### src/rtl/uwire_eeprom_pkg.sv
package uwire_eeprom_pkg;

  typedef enum logic [2:0] {
    ST_IDLE,
    ST_HDR,
    ST_DATA,
    ST_SEND,
    ST_DONE,
    ST_BUSY_HI,
    ST_BUSY_LO,
    ST_READY
  } ue_state_t;

  typedef enum logic [2:0] {
    K_READ,
    K_WRITE,
    K_ERASE,
    K_WEN_ON,
    K_WEN_OFF,
    K_WRALL,
    K_ERALL
  } ue_kind_t;

  // Map opcode and the two sub-command bits onto a command kind.
  function automatic ue_kind_t ue_decode(input logic [1:0] op, input logic [1:0] sub);
    ue_kind_t k;
    case (op)
      2'b10:   k = K_READ;
      2'b01:   k = K_WRITE;
      2'b11:   k = K_ERASE;
      default: begin
        case (sub)
          2'b11:   k = K_WEN_ON;
          2'b00:   k = K_WEN_OFF;
          2'b01:   k = K_WRALL;
          default: k = K_ERALL;
        endcase
      end
    endcase
    return k;
  endfunction

  // Commands that end in the busy/ready status sequence.
  function automatic logic ue_is_prog(input ue_kind_t k);
    return (k == K_WRITE) || (k == K_ERASE) || (k == K_WRALL) || (k == K_ERALL);
  endfunction

  // Commands that need a data phase after the header.
  function automatic logic ue_needs_data(input ue_kind_t k);
    return (k == K_WRITE) || (k == K_WRALL);
  endfunction

endpackage

### src/rtl/uwire_sk_edge.sv
module uwire_sk_edge (
  input  logic clk,
  input  logic rst_n,
  input  logic sk,
  output logic sk_rise
);
  logic sk_q;

  always_ff @(posedge clk) begin
    if (!rst_n) sk_q <= 1'b0;
    else        sk_q <= sk;
  end

  assign sk_rise = sk & ~sk_q;

  // each rise is reported for a single system clock only
  a_r3_single_rise: assert property (@(posedge clk) disable iff (!rst_n)
    sk_rise |=> !sk_rise);
endmodule

### src/rtl/uwire_eeprom_store.sv
module uwire_eeprom_store #(
  parameter int ADDR_W = 6,
  parameter int DATA_W = 16
) (
  input  logic              clk,
  input  logic              rst_n,
  input  logic              we,
  input  logic              all,
  input  logic [ADDR_W-1:0] waddr,
  input  logic [DATA_W-1:0] wdata,
  input  logic [ADDR_W-1:0] raddr,
  output logic [DATA_W-1:0] rdata
);
  localparam int WORDS = 1 << ADDR_W;

  logic [DATA_W-1:0] mem [WORDS];

  for (genvar i = 0; i < WORDS; i++) begin : g_word
    logic hit;
    assign hit = we && (all || (waddr == ADDR_W'(i)));
    always_ff @(posedge clk) begin
      if (!rst_n)   mem[i] <= '1;
      else if (hit) mem[i] <= wdata;
    end
  end

  assign rdata = mem[raddr];

  // a broadcast write leaves the first and last word equal
  a_r7_broadcast: assert property (@(posedge clk) disable iff (!rst_n)
    (we && all) |=> (mem[0] == mem[WORDS-1]));
endmodule

### src/rtl/uwire_eeprom_ctrl.sv
module uwire_eeprom_ctrl
  import uwire_eeprom_pkg::*;
#(
  parameter int ADDR_W = 6,
  parameter int DATA_W = 16,
  parameter int OP_W   = 2
) (
  input  logic              clk,
  input  logic              rst_n,
  input  logic              cs,
  input  logic              di,
  input  logic              sk_rise,
  input  logic [DATA_W-1:0] rd_data,
  output logic [ADDR_W-1:0] rd_addr,
  output logic              mem_we,
  output logic              mem_all,
  output logic [ADDR_W-1:0] mem_addr,
  output logic [DATA_W-1:0] mem_data,
  output logic              sdo,
  output logic              sdo_en,
  output logic              wen
);
  localparam int HDR_W = OP_W + ADDR_W;
  localparam int MAXB  = (DATA_W > HDR_W) ? DATA_W : HDR_W;
  localparam int CNT_W = $clog2(MAXB) + 1;

  ue_state_t         state_q;
  logic [CNT_W-1:0]  cnt_q;
  logic [HDR_W-1:0]  hdr_q;
  logic [DATA_W-1:0] dat_q;
  logic [DATA_W-1:0] out_q;
  logic [ADDR_W-1:0] addr_q;
  logic              all_q;
  logic              wen_q;

  logic [HDR_W-1:0]  hdr_nx;
  logic [DATA_W-1:0] dat_nx;
  logic [OP_W-1:0]   op_nx;
  logic [ADDR_W-1:0] adr_nx;
  ue_kind_t          kind;
  logic              ev;
  logic              hdr_last;
  logic              dat_last;

  assign ev       = sk_rise & cs;
  assign hdr_nx   = {hdr_q[HDR_W-2:0], di};
  assign dat_nx   = {dat_q[DATA_W-2:0], di};
  assign op_nx    = hdr_nx[HDR_W-1 -: OP_W];
  assign adr_nx   = hdr_nx[ADDR_W-1:0];
  assign kind     = ue_decode(op_nx[1:0], adr_nx[ADDR_W-1 -: 2]);
  assign hdr_last = ev && (state_q == ST_HDR) && (cnt_q == CNT_W'(HDR_W - 1));
  assign dat_last = ev && (state_q == ST_DATA) && (cnt_q == CNT_W'(DATA_W - 1));

  assign rd_addr  = adr_nx;
  assign mem_we   = wen_q && (dat_last ||
                    (hdr_last && ((kind == K_ERASE) || (kind == K_ERALL))));
  assign mem_all  = hdr_last ? (kind == K_ERALL) : all_q;
  assign mem_addr = hdr_last ? adr_nx : addr_q;
  assign mem_data = hdr_last ? '1 : dat_nx;
  assign wen      = wen_q;

  always_ff @(posedge clk) begin
    if (!rst_n) begin
      state_q <= ST_IDLE;
      cnt_q   <= '0;
      hdr_q   <= '0;
      dat_q   <= '0;
      out_q   <= '0;
      addr_q  <= '0;
      all_q   <= 1'b0;
      wen_q   <= 1'b0;
    end else if (!cs) begin
      cnt_q <= '0;
      case (state_q)
        ST_BUSY_HI: state_q <= ST_BUSY_LO;
        ST_BUSY_LO: state_q <= ST_BUSY_LO;
        default:    state_q <= ST_IDLE;
      endcase
    end else if (state_q == ST_BUSY_LO) begin
      state_q <= ST_READY;
    end else if (sk_rise) begin
      case (state_q)
        ST_IDLE: begin
          if (di) begin
            state_q <= ST_HDR;
            cnt_q   <= '0;
            hdr_q   <= '0;
          end
        end
        ST_HDR: begin
          hdr_q <= hdr_nx;
          cnt_q <= cnt_q + 1'b1;
          if (hdr_last) begin
            cnt_q  <= '0;
            addr_q <= adr_nx;
            all_q  <= (kind == K_WRALL);
            case (kind)
              K_READ: begin
                out_q   <= rd_data;
                state_q <= ST_SEND;
              end
              K_WEN_ON: begin
                wen_q   <= 1'b1;
                state_q <= ST_DONE;
              end
              K_WEN_OFF: begin
                wen_q   <= 1'b0;
                state_q <= ST_DONE;
              end
              default: state_q <= ue_needs_data(kind) ? ST_DATA : ST_BUSY_HI;
            endcase
          end
        end
        ST_DATA: begin
          dat_q <= dat_nx;
          cnt_q <= cnt_q + 1'b1;
          if (dat_last) state_q <= ST_BUSY_HI;
        end
        ST_SEND: begin
          out_q <= {out_q[DATA_W-2:0], 1'b0};
          cnt_q <= cnt_q + 1'b1;
          if (cnt_q == CNT_W'(DATA_W - 1)) begin
            cnt_q   <= '0;
            state_q <= ST_IDLE;
          end
        end
        default: ;
      endcase
    end
  end

  always_comb begin
    sdo    = 1'b0;
    sdo_en = 1'b0;
    case (state_q)
      ST_SEND:              begin sdo = out_q[DATA_W-1]; sdo_en = 1'b1; end
      ST_BUSY_HI, ST_BUSY_LO: begin sdo = 1'b0;          sdo_en = 1'b1; end
      ST_READY:             begin sdo = 1'b1;            sdo_en = 1'b1; end
      default:              ;
    endcase
  end

  // a rise with data low in idle is not a start bit
  a_r2_no_false_start: assert property (@(posedge clk) disable iff (!rst_n)
    (state_q == ST_IDLE && sk_rise && cs && !di) |=> (state_q == ST_IDLE));

  // the latch only moves on a serial-clock rise
  a_r6_wen_on_edge: assert property (@(posedge clk) disable iff (!rst_n)
    !$stable(wen_q) |-> $past(sk_rise));

  // select falling during busy keeps a driven low status
  a_r9_busy_low: assert property (@(posedge clk) disable iff (!rst_n)
    (state_q == ST_BUSY_HI && !cs) |=> (state_q == ST_BUSY_LO && sdo_en && !sdo));

  // select rising again shows ready
  a_r9_ready_high: assert property (@(posedge clk) disable iff (!rst_n)
    (state_q == ST_BUSY_LO && cs) |=> (sdo_en && sdo));

  // select low outside the status sequence aborts to idle
  a_r10_cs_abort: assert property (@(posedge clk) disable iff (!rst_n)
    (!cs && state_q != ST_BUSY_HI && state_q != ST_BUSY_LO) |=> (state_q == ST_IDLE && !sdo_en));

  // header counter never runs past the header length
  a_r3_hdr_bound: assert property (@(posedge clk) disable iff (!rst_n)
    (state_q == ST_HDR) |-> (cnt_q < CNT_W'(HDR_W)));
endmodule

### src/rtl/uwire_eeprom.sv
module uwire_eeprom #(
  parameter int ADDR_W = 6,
  parameter int DATA_W = 16,
  parameter int OP_W   = 2
) (
  input  logic clk,
  input  logic rst_n,
  input  logic cs,
  input  logic sk,
  input  logic di,
  output logic sdo,
  output logic sdo_en
);
  logic              sk_rise;
  logic              mem_we;
  logic              mem_all;
  logic              wen;
  logic [ADDR_W-1:0] mem_addr;
  logic [ADDR_W-1:0] rd_addr;
  logic [DATA_W-1:0] mem_data;
  logic [DATA_W-1:0] rd_data;

  uwire_sk_edge u_edge (
    .clk     (clk),
    .rst_n   (rst_n),
    .sk      (sk),
    .sk_rise (sk_rise)
  );

  uwire_eeprom_ctrl #(.ADDR_W(ADDR_W), .DATA_W(DATA_W), .OP_W(OP_W)) u_ctrl (
    .clk      (clk),
    .rst_n    (rst_n),
    .cs       (cs),
    .di       (di),
    .sk_rise  (sk_rise),
    .rd_data  (rd_data),
    .rd_addr  (rd_addr),
    .mem_we   (mem_we),
    .mem_all  (mem_all),
    .mem_addr (mem_addr),
    .mem_data (mem_data),
    .sdo      (sdo),
    .sdo_en   (sdo_en),
    .wen      (wen)
  );

  uwire_eeprom_store #(.ADDR_W(ADDR_W), .DATA_W(DATA_W)) u_store (
    .clk   (clk),
    .rst_n (rst_n),
    .we    (mem_we),
    .all   (mem_all),
    .waddr (mem_addr),
    .wdata (mem_data),
    .raddr (rd_addr),
    .rdata (rd_data)
  );

  // no array write unless the write-enable latch is set
  a_r8_write_gated: assert property (@(posedge clk) disable iff (!rst_n)
    mem_we |-> wen);
endmodule

### config.mk
export PLATFORM = sky130hd
export DESIGN_NAME = uwire_eeprom
export DESIGN_NICKNAME = d
export VERILOG_FILES = /design/src/rtl/uwire_eeprom_pkg.sv /design/src/rtl/uwire_sk_edge.sv /design/src/rtl/uwire_eeprom_store.sv /design/src/rtl/uwire_eeprom_ctrl.sv /design/src/rtl/uwire_eeprom.sv
export SDC_FILE = /design/constraint.sdc
export NUM_CORES = 2
export LEC_CHECK = 0
export BUFFER_PORTS_ARGS = -buffer_cell sky130_fd_sc_hd__buf_2
export CAP_MARGIN = 15
export CORE_MARGIN = 1.5
export CORE_UTILIZATION = 58
export CTS_CLUSTER_DIAMETER = 50
export DETAILED_ROUTE_END_ITERATION = 12
export PLACE_DENSITY_LB_ADDON = 0.12
export SLEW_MARGIN = 10
export SYNTH_ARGS = -nofsm -noshare
export SYNTH_HDL_FRONTEND = slang
export SYNTH_SLANG_ARGS = --single-unit
### constraint.sdc
create_clock -name clk -period 4.4 [get_ports clk]
set_input_delay 1.32 -clock clk [delete_from_list [all_inputs] [get_ports clk]]
set_output_delay 1.32 -clock clk [all_outputs]
set_load 0.02 [all_outputs]
---- After elaboration in Yosys (flattened, before gate mapping) ----
Memories as Yosys holds them, arrays and structs flattened.
Index checks and enable logic that the tools add are counted.
W data, S select, Z words.
operators by class
  bitwise gates (word level) .............. 68
  add/subtract/negate cells ............... 1
  reduce and logical (&&, ||, !) cells .... 157
  mux-type cells .......................... 285
  equal/unequal tests ..................... 91
operator list
  cell                  count
  $mux W16              67
  $mux W1               195
  $eq A6 B6 Y1 const B  32
  $eq A6 B5 Y1 const B  16
  $logic_and A1 B1 Y1   70
  $logic_or A1 B1 Y1    67
  $or A1 B1 Y1          64
  $eq A6 B4 Y1 const B  8
  $pmux W16 S2          1
  $mux W3               9
  $eq A6 B3 Y1 const B  4
  $pmux W5 S4           1
  $eq A3 B3 Y1 const B  6
  $pmux W3 S3           2
  $reduce_and A6 Y1     3
  $mux W5               3
  $pmux W7 S2           1
  $eq A3 B2 Y1 const B  4
  $eq A6 B2 Y1 const B  2
  $ne A4 B3 Y1 const B  3
  $pmux W3 S4           1
  $reduce_and A4 Y1     3
  $reduce_and A5 Y1     2
  $mux W7               1
  other kinds (25)      37
word-level totals
  input bits .............................. 5
  memories kept ........................... 1
  bits in registers ....................... 55
  output and inout port bits .............. 2
  logic and storage cells ................. 612
  RAM bits ................................ 1024
memories
  name         words  width  read ports  clocked after memory_dff  write ports  line                      RTL
  u_store.mem  64     16     1           0                         64           uwire_eeprom_store.sv:16  logic [DATA_W-1:0] mem [WORDS];

---- Depth between registers and ports, before layout ----
  depth in word-level cells ............... 13
  depth in mapped cells ................... 12
  gate-level depth less buffers ........... 9

---- Modules after synthesis ----
Synthesis repeated with hierarchy kept, for this count alone.
second synthesis, totals
  cell total of the unflattened synthesis .. 3561
  area, all modules ....................... 50392.1 µm²
modules (own cells, without submodules)
  module              cells each  times used  sequential area each (µm²)  area each (µm²)
  uwire_eeprom_store  3211        1           30749.5                     47394.2
  uwire_eeprom_ctrl   347         1           1081.0                      2957.8
  uwire_sk_edge       3           1           20.0                        40.0

---- Worst setup path before layout ----
No wires, ideal clock.
  kind .................................... input -> register
  from .................................... input port cs
  to ...................................... memory u_store.mem[37][0] (enable)
  buffers on the path ..................... 5
  setup time .............................. 0.411 ns
  arrival time ............................ 3.962 ns
  stages on the path ...................... 10
  required time ........................... 3.989 ns
  setup slack ............................. 0.027 ns
  cells stage by stage .................... buf_2 and4bb_1 buf_6 and3_4 buf_6 buf_8 mux2i_4 buf_12 a21oi_2 o21ai_0
RTL lines
  what             line                      RTL
  start, declared  uwire_eeprom.sv:8         input logic cs,
  end, declared    uwire_eeprom_store.sv:16

==> key figures <==
Run status
  – Status: complete, no violations

Drt
  – Vias per std cell: 6.365
  – DR iter-0 viols: 3538
  – Drt pass-1 iters: 8
  – Avg WL per Cell: 28.16 µm
  – Antenna viol nets, final: 0
  – DRT Wirelength: 130.9 mm
  – DRC: 0
  – Via count: 29.60k

Die
  – Top Ports: 7
  – Initial Utilization: 58.58%
  – Die width: 293.5 µm
  – Die height: 293.5 µm
  – Die ar.: 86150 µm²
  – Row cnt: 106
  – Core area: 83560 µm²

Clock network
  – CTS root buffer: clkbuf_16
  – PostCTS Resize Cnt: 0
  – TritonCTS clock tree: yes
  – CTS clk-pin slew, worst paths: 60 ps
  – Clock tree buffer depth: 3
  – CTS H-Tree Depth: 3
  – # hold bufs at CTS: 0
  – Worst skew pair latency: 700 ps
  – CTS sink count: 1079
  – # Post-CTS Setup Buffers: 0
  – CTS buffer count: 121

Finish
  – Nets: 3472
  – Area growth from synthesis to layout: 11.47%
  – Layout cell share with drive strength beyond 1: 22.53%
  – Commonest cells after routing, fill and taps aside: nand2_1 (1079), edfxtp_1 (1024), mux4_2 (267), buf_4 (157), clkbuf_16 (122)
  – Most common cell after layout, fill and taps aside: nand2_1

Place
  – Pre-CTS setup slack: 303.6 ps
  – I/O Buffers: 6
  – Dpl hpwl: 80.84 mm
  – GPL Wtd Cong: 0.8923

Global route
  – Initial antenna violation count: 4
  – GRT overflow: 0
  – Number of global-route vias before repair: 29.53k
  – First-pass GRT wire length: 193.5 mm
  – Tot GR Track Use: 30.89%
  – Largest net degree at the start of global routing: 65

Timing
  – Slew margin rel.: 29.87%
  – Worst-Margin Slew: 1052 ps
  – Final setup violation count: 0
  – Worst Skew: 28.81 ps
  – RSZ-0062 raised after global routing: false
  – Max Clock Freq: 0.2864 GHz
  – Hold Vio Cnt, Final: 0
  – Fin Setup TNS: 0 ps
  – Fin crit share: 79.36%
  – Min cycle time layout: 3492 ps
  – Setup slack after layout: 908.3 ps
  – Final slew viol count: 0

Logic synthesis
  – Synth async-reset ratio: 0%
  – Area leader, netlist: edfxtp_1
  – Synth cell types: 71
  – Syn_area_per_cell: 14.13 µm²
  – Ys Warns: 0
  – Top_reg_cell synth: edfxtp_1
  – Sequential fraction of the synthesis area: 65.07%
  – Synth Net Count: 3473
  – EDFF count, synth: 1024
  – Post-synth top area share: 62.82%
  – Cells after synthesis: 3465
  – Post-Syn Area: 48950 µm²
  – Yosys reg bits: 1079
  – Top cells by area, synth: edfxtp_1 (63%), mux4_2 (12%), nand2_1 (8.3%), dfxtp_1 (2.2%), mux2i_1 (1.3%)

Power and ir drop
  – Leak: 0.01689 µW
  – Power Total: 23010 µW
  – Worst VDD drop: 0.5281 mV
  – Pwr/cell area: 421.7 nW/µm²

Worst hold path
  – Worst hold path class: flip-flop to flip-flop
  – Hold Path Stages: 2

Worst setup path
  – Critical Path AT: 3880 ps
  – Crit end category: flip-flop
  – Worst-path fanout max: 14
  – Worst R2R Path Depth: 8
  – Critical path class: primary input to flip-flop
  – Required @ worst endpoint: 4790 ps
  – CP Launch Type: primary input

Flow run
  – # Max-Cap Violations: 0
[through the flow]
stage | cell area [µm²] | std cells | util [%] | hold slack (ps)
after floorplan | 48950 | 3465 | - | 437.0
after global placement | 50580 | 4421 | 60.53 | 453.0
after detailed placement | 50580 | 4421 | 60.53 | 487.8
after CTS | 54560 | 4649 | 65.30 | 499.6
after global routing | 54570 | 4650 | 65.31 | 529.0
final | 54570 | 4650 | 65.31 | 511.2
[sequential cells by signal (all words and copies together), names as in the netlist, 3 cells and up]
name	flops
u_ctrl.hdr_q	7
u_ctrl.dat_q	15
u_ctrl.state_q	3
u_ctrl.cnt_q	5
u_ctrl.addr_q	6
u_store.mem	1024
u_ctrl.out_q	16
[worst max-delay path: stages]
cell and delay (ps):
buf_2 180, and4bb_1 490, and3_4 460, mux2i_2 240
buf_4 370, a21oi_1 200, o21ai_1 350, buf_4 260
[cell families after synthesis]
family / Yosys count / synth area share (%)
buf+inv: 327 / 3.543
compound gates: 327 / 4.529
fa+ha+maj: 3 / 0.07669
simple gates: 1352 / 12.06
flops: 1079 / 65.07
mux: 377 / 14.72
[final cells by class]
type / instances / area, µm²
Tap cell: 1080 / 1351
Fill cell: 5927 / 28990
Clock inverter: 76 / 803.3
Sequential cell: 1079 / 31860
Timing Repair Buffer: 195 / 1874
Multi-Input combinational cell: 2059 / 15460
Antenna cell: 1 / 2.502
Clock buffer: 152 / 3186
Inverter: 8 / 30.03
[report_power, final]
part           total, µW  switching (µW)  internal [µW]
clock network      10100            4160           5960
logic               1080             603            473
registers          11800             134          11700
[worst paths after layout]
kind                            slack [ps]                      startpoint                                end
worst max register to register        1060  u_ctrl.state_q[2]$_SDFFE_PN0P_  u_store.mem[34][14]$_SDFFCE_PN1P_
worst min register to register         510    u_ctrl.out_q[0]$_SDFFE_PN0P_       u_ctrl.out_q[0]$_SDFFE_PN0P_
worst min-delay path                   510    u_ctrl.out_q[0]$_SDFFE_PN0P_       u_ctrl.out_q[0]$_SDFFE_PN0P_
worst max-delay path                   910                              cs  u_store.mem[34][14]$_SDFFCE_PN1P_
[Yosys cell counts (all sizes together), types with 3 or more instances]
master	number
nand2	1090
nand2b	16
o21a	14
nor4	3
a31oi	15
edfxtp	1024
nor2b	26
and3	5
nand4	7
or3	15
a2111oi	14
mux2i	68
and2	5
a21boi	40
nor2	115
a22o	14
nor3	29
a22oi	12
mux4	267
nand3	27
clkbuf	148
dfxtp	55
o21ai	81
mux2	42
o31ai	6
a21oi	100
buf	171
inv	8
o211ai	16
ha	3
o2bb2ai	3
nand3b	4
[layer usage]
layer  GRT usage, %  share of wire [%]  up-vias
met5              0                  0        -
met4          11.23                3.4        0
met3          5.598                9.5      222
met2          49.50                 49     1462
met1          42.83                 38    15140
li1               -                  -    12770
Power figures use the tool's default switching activity.
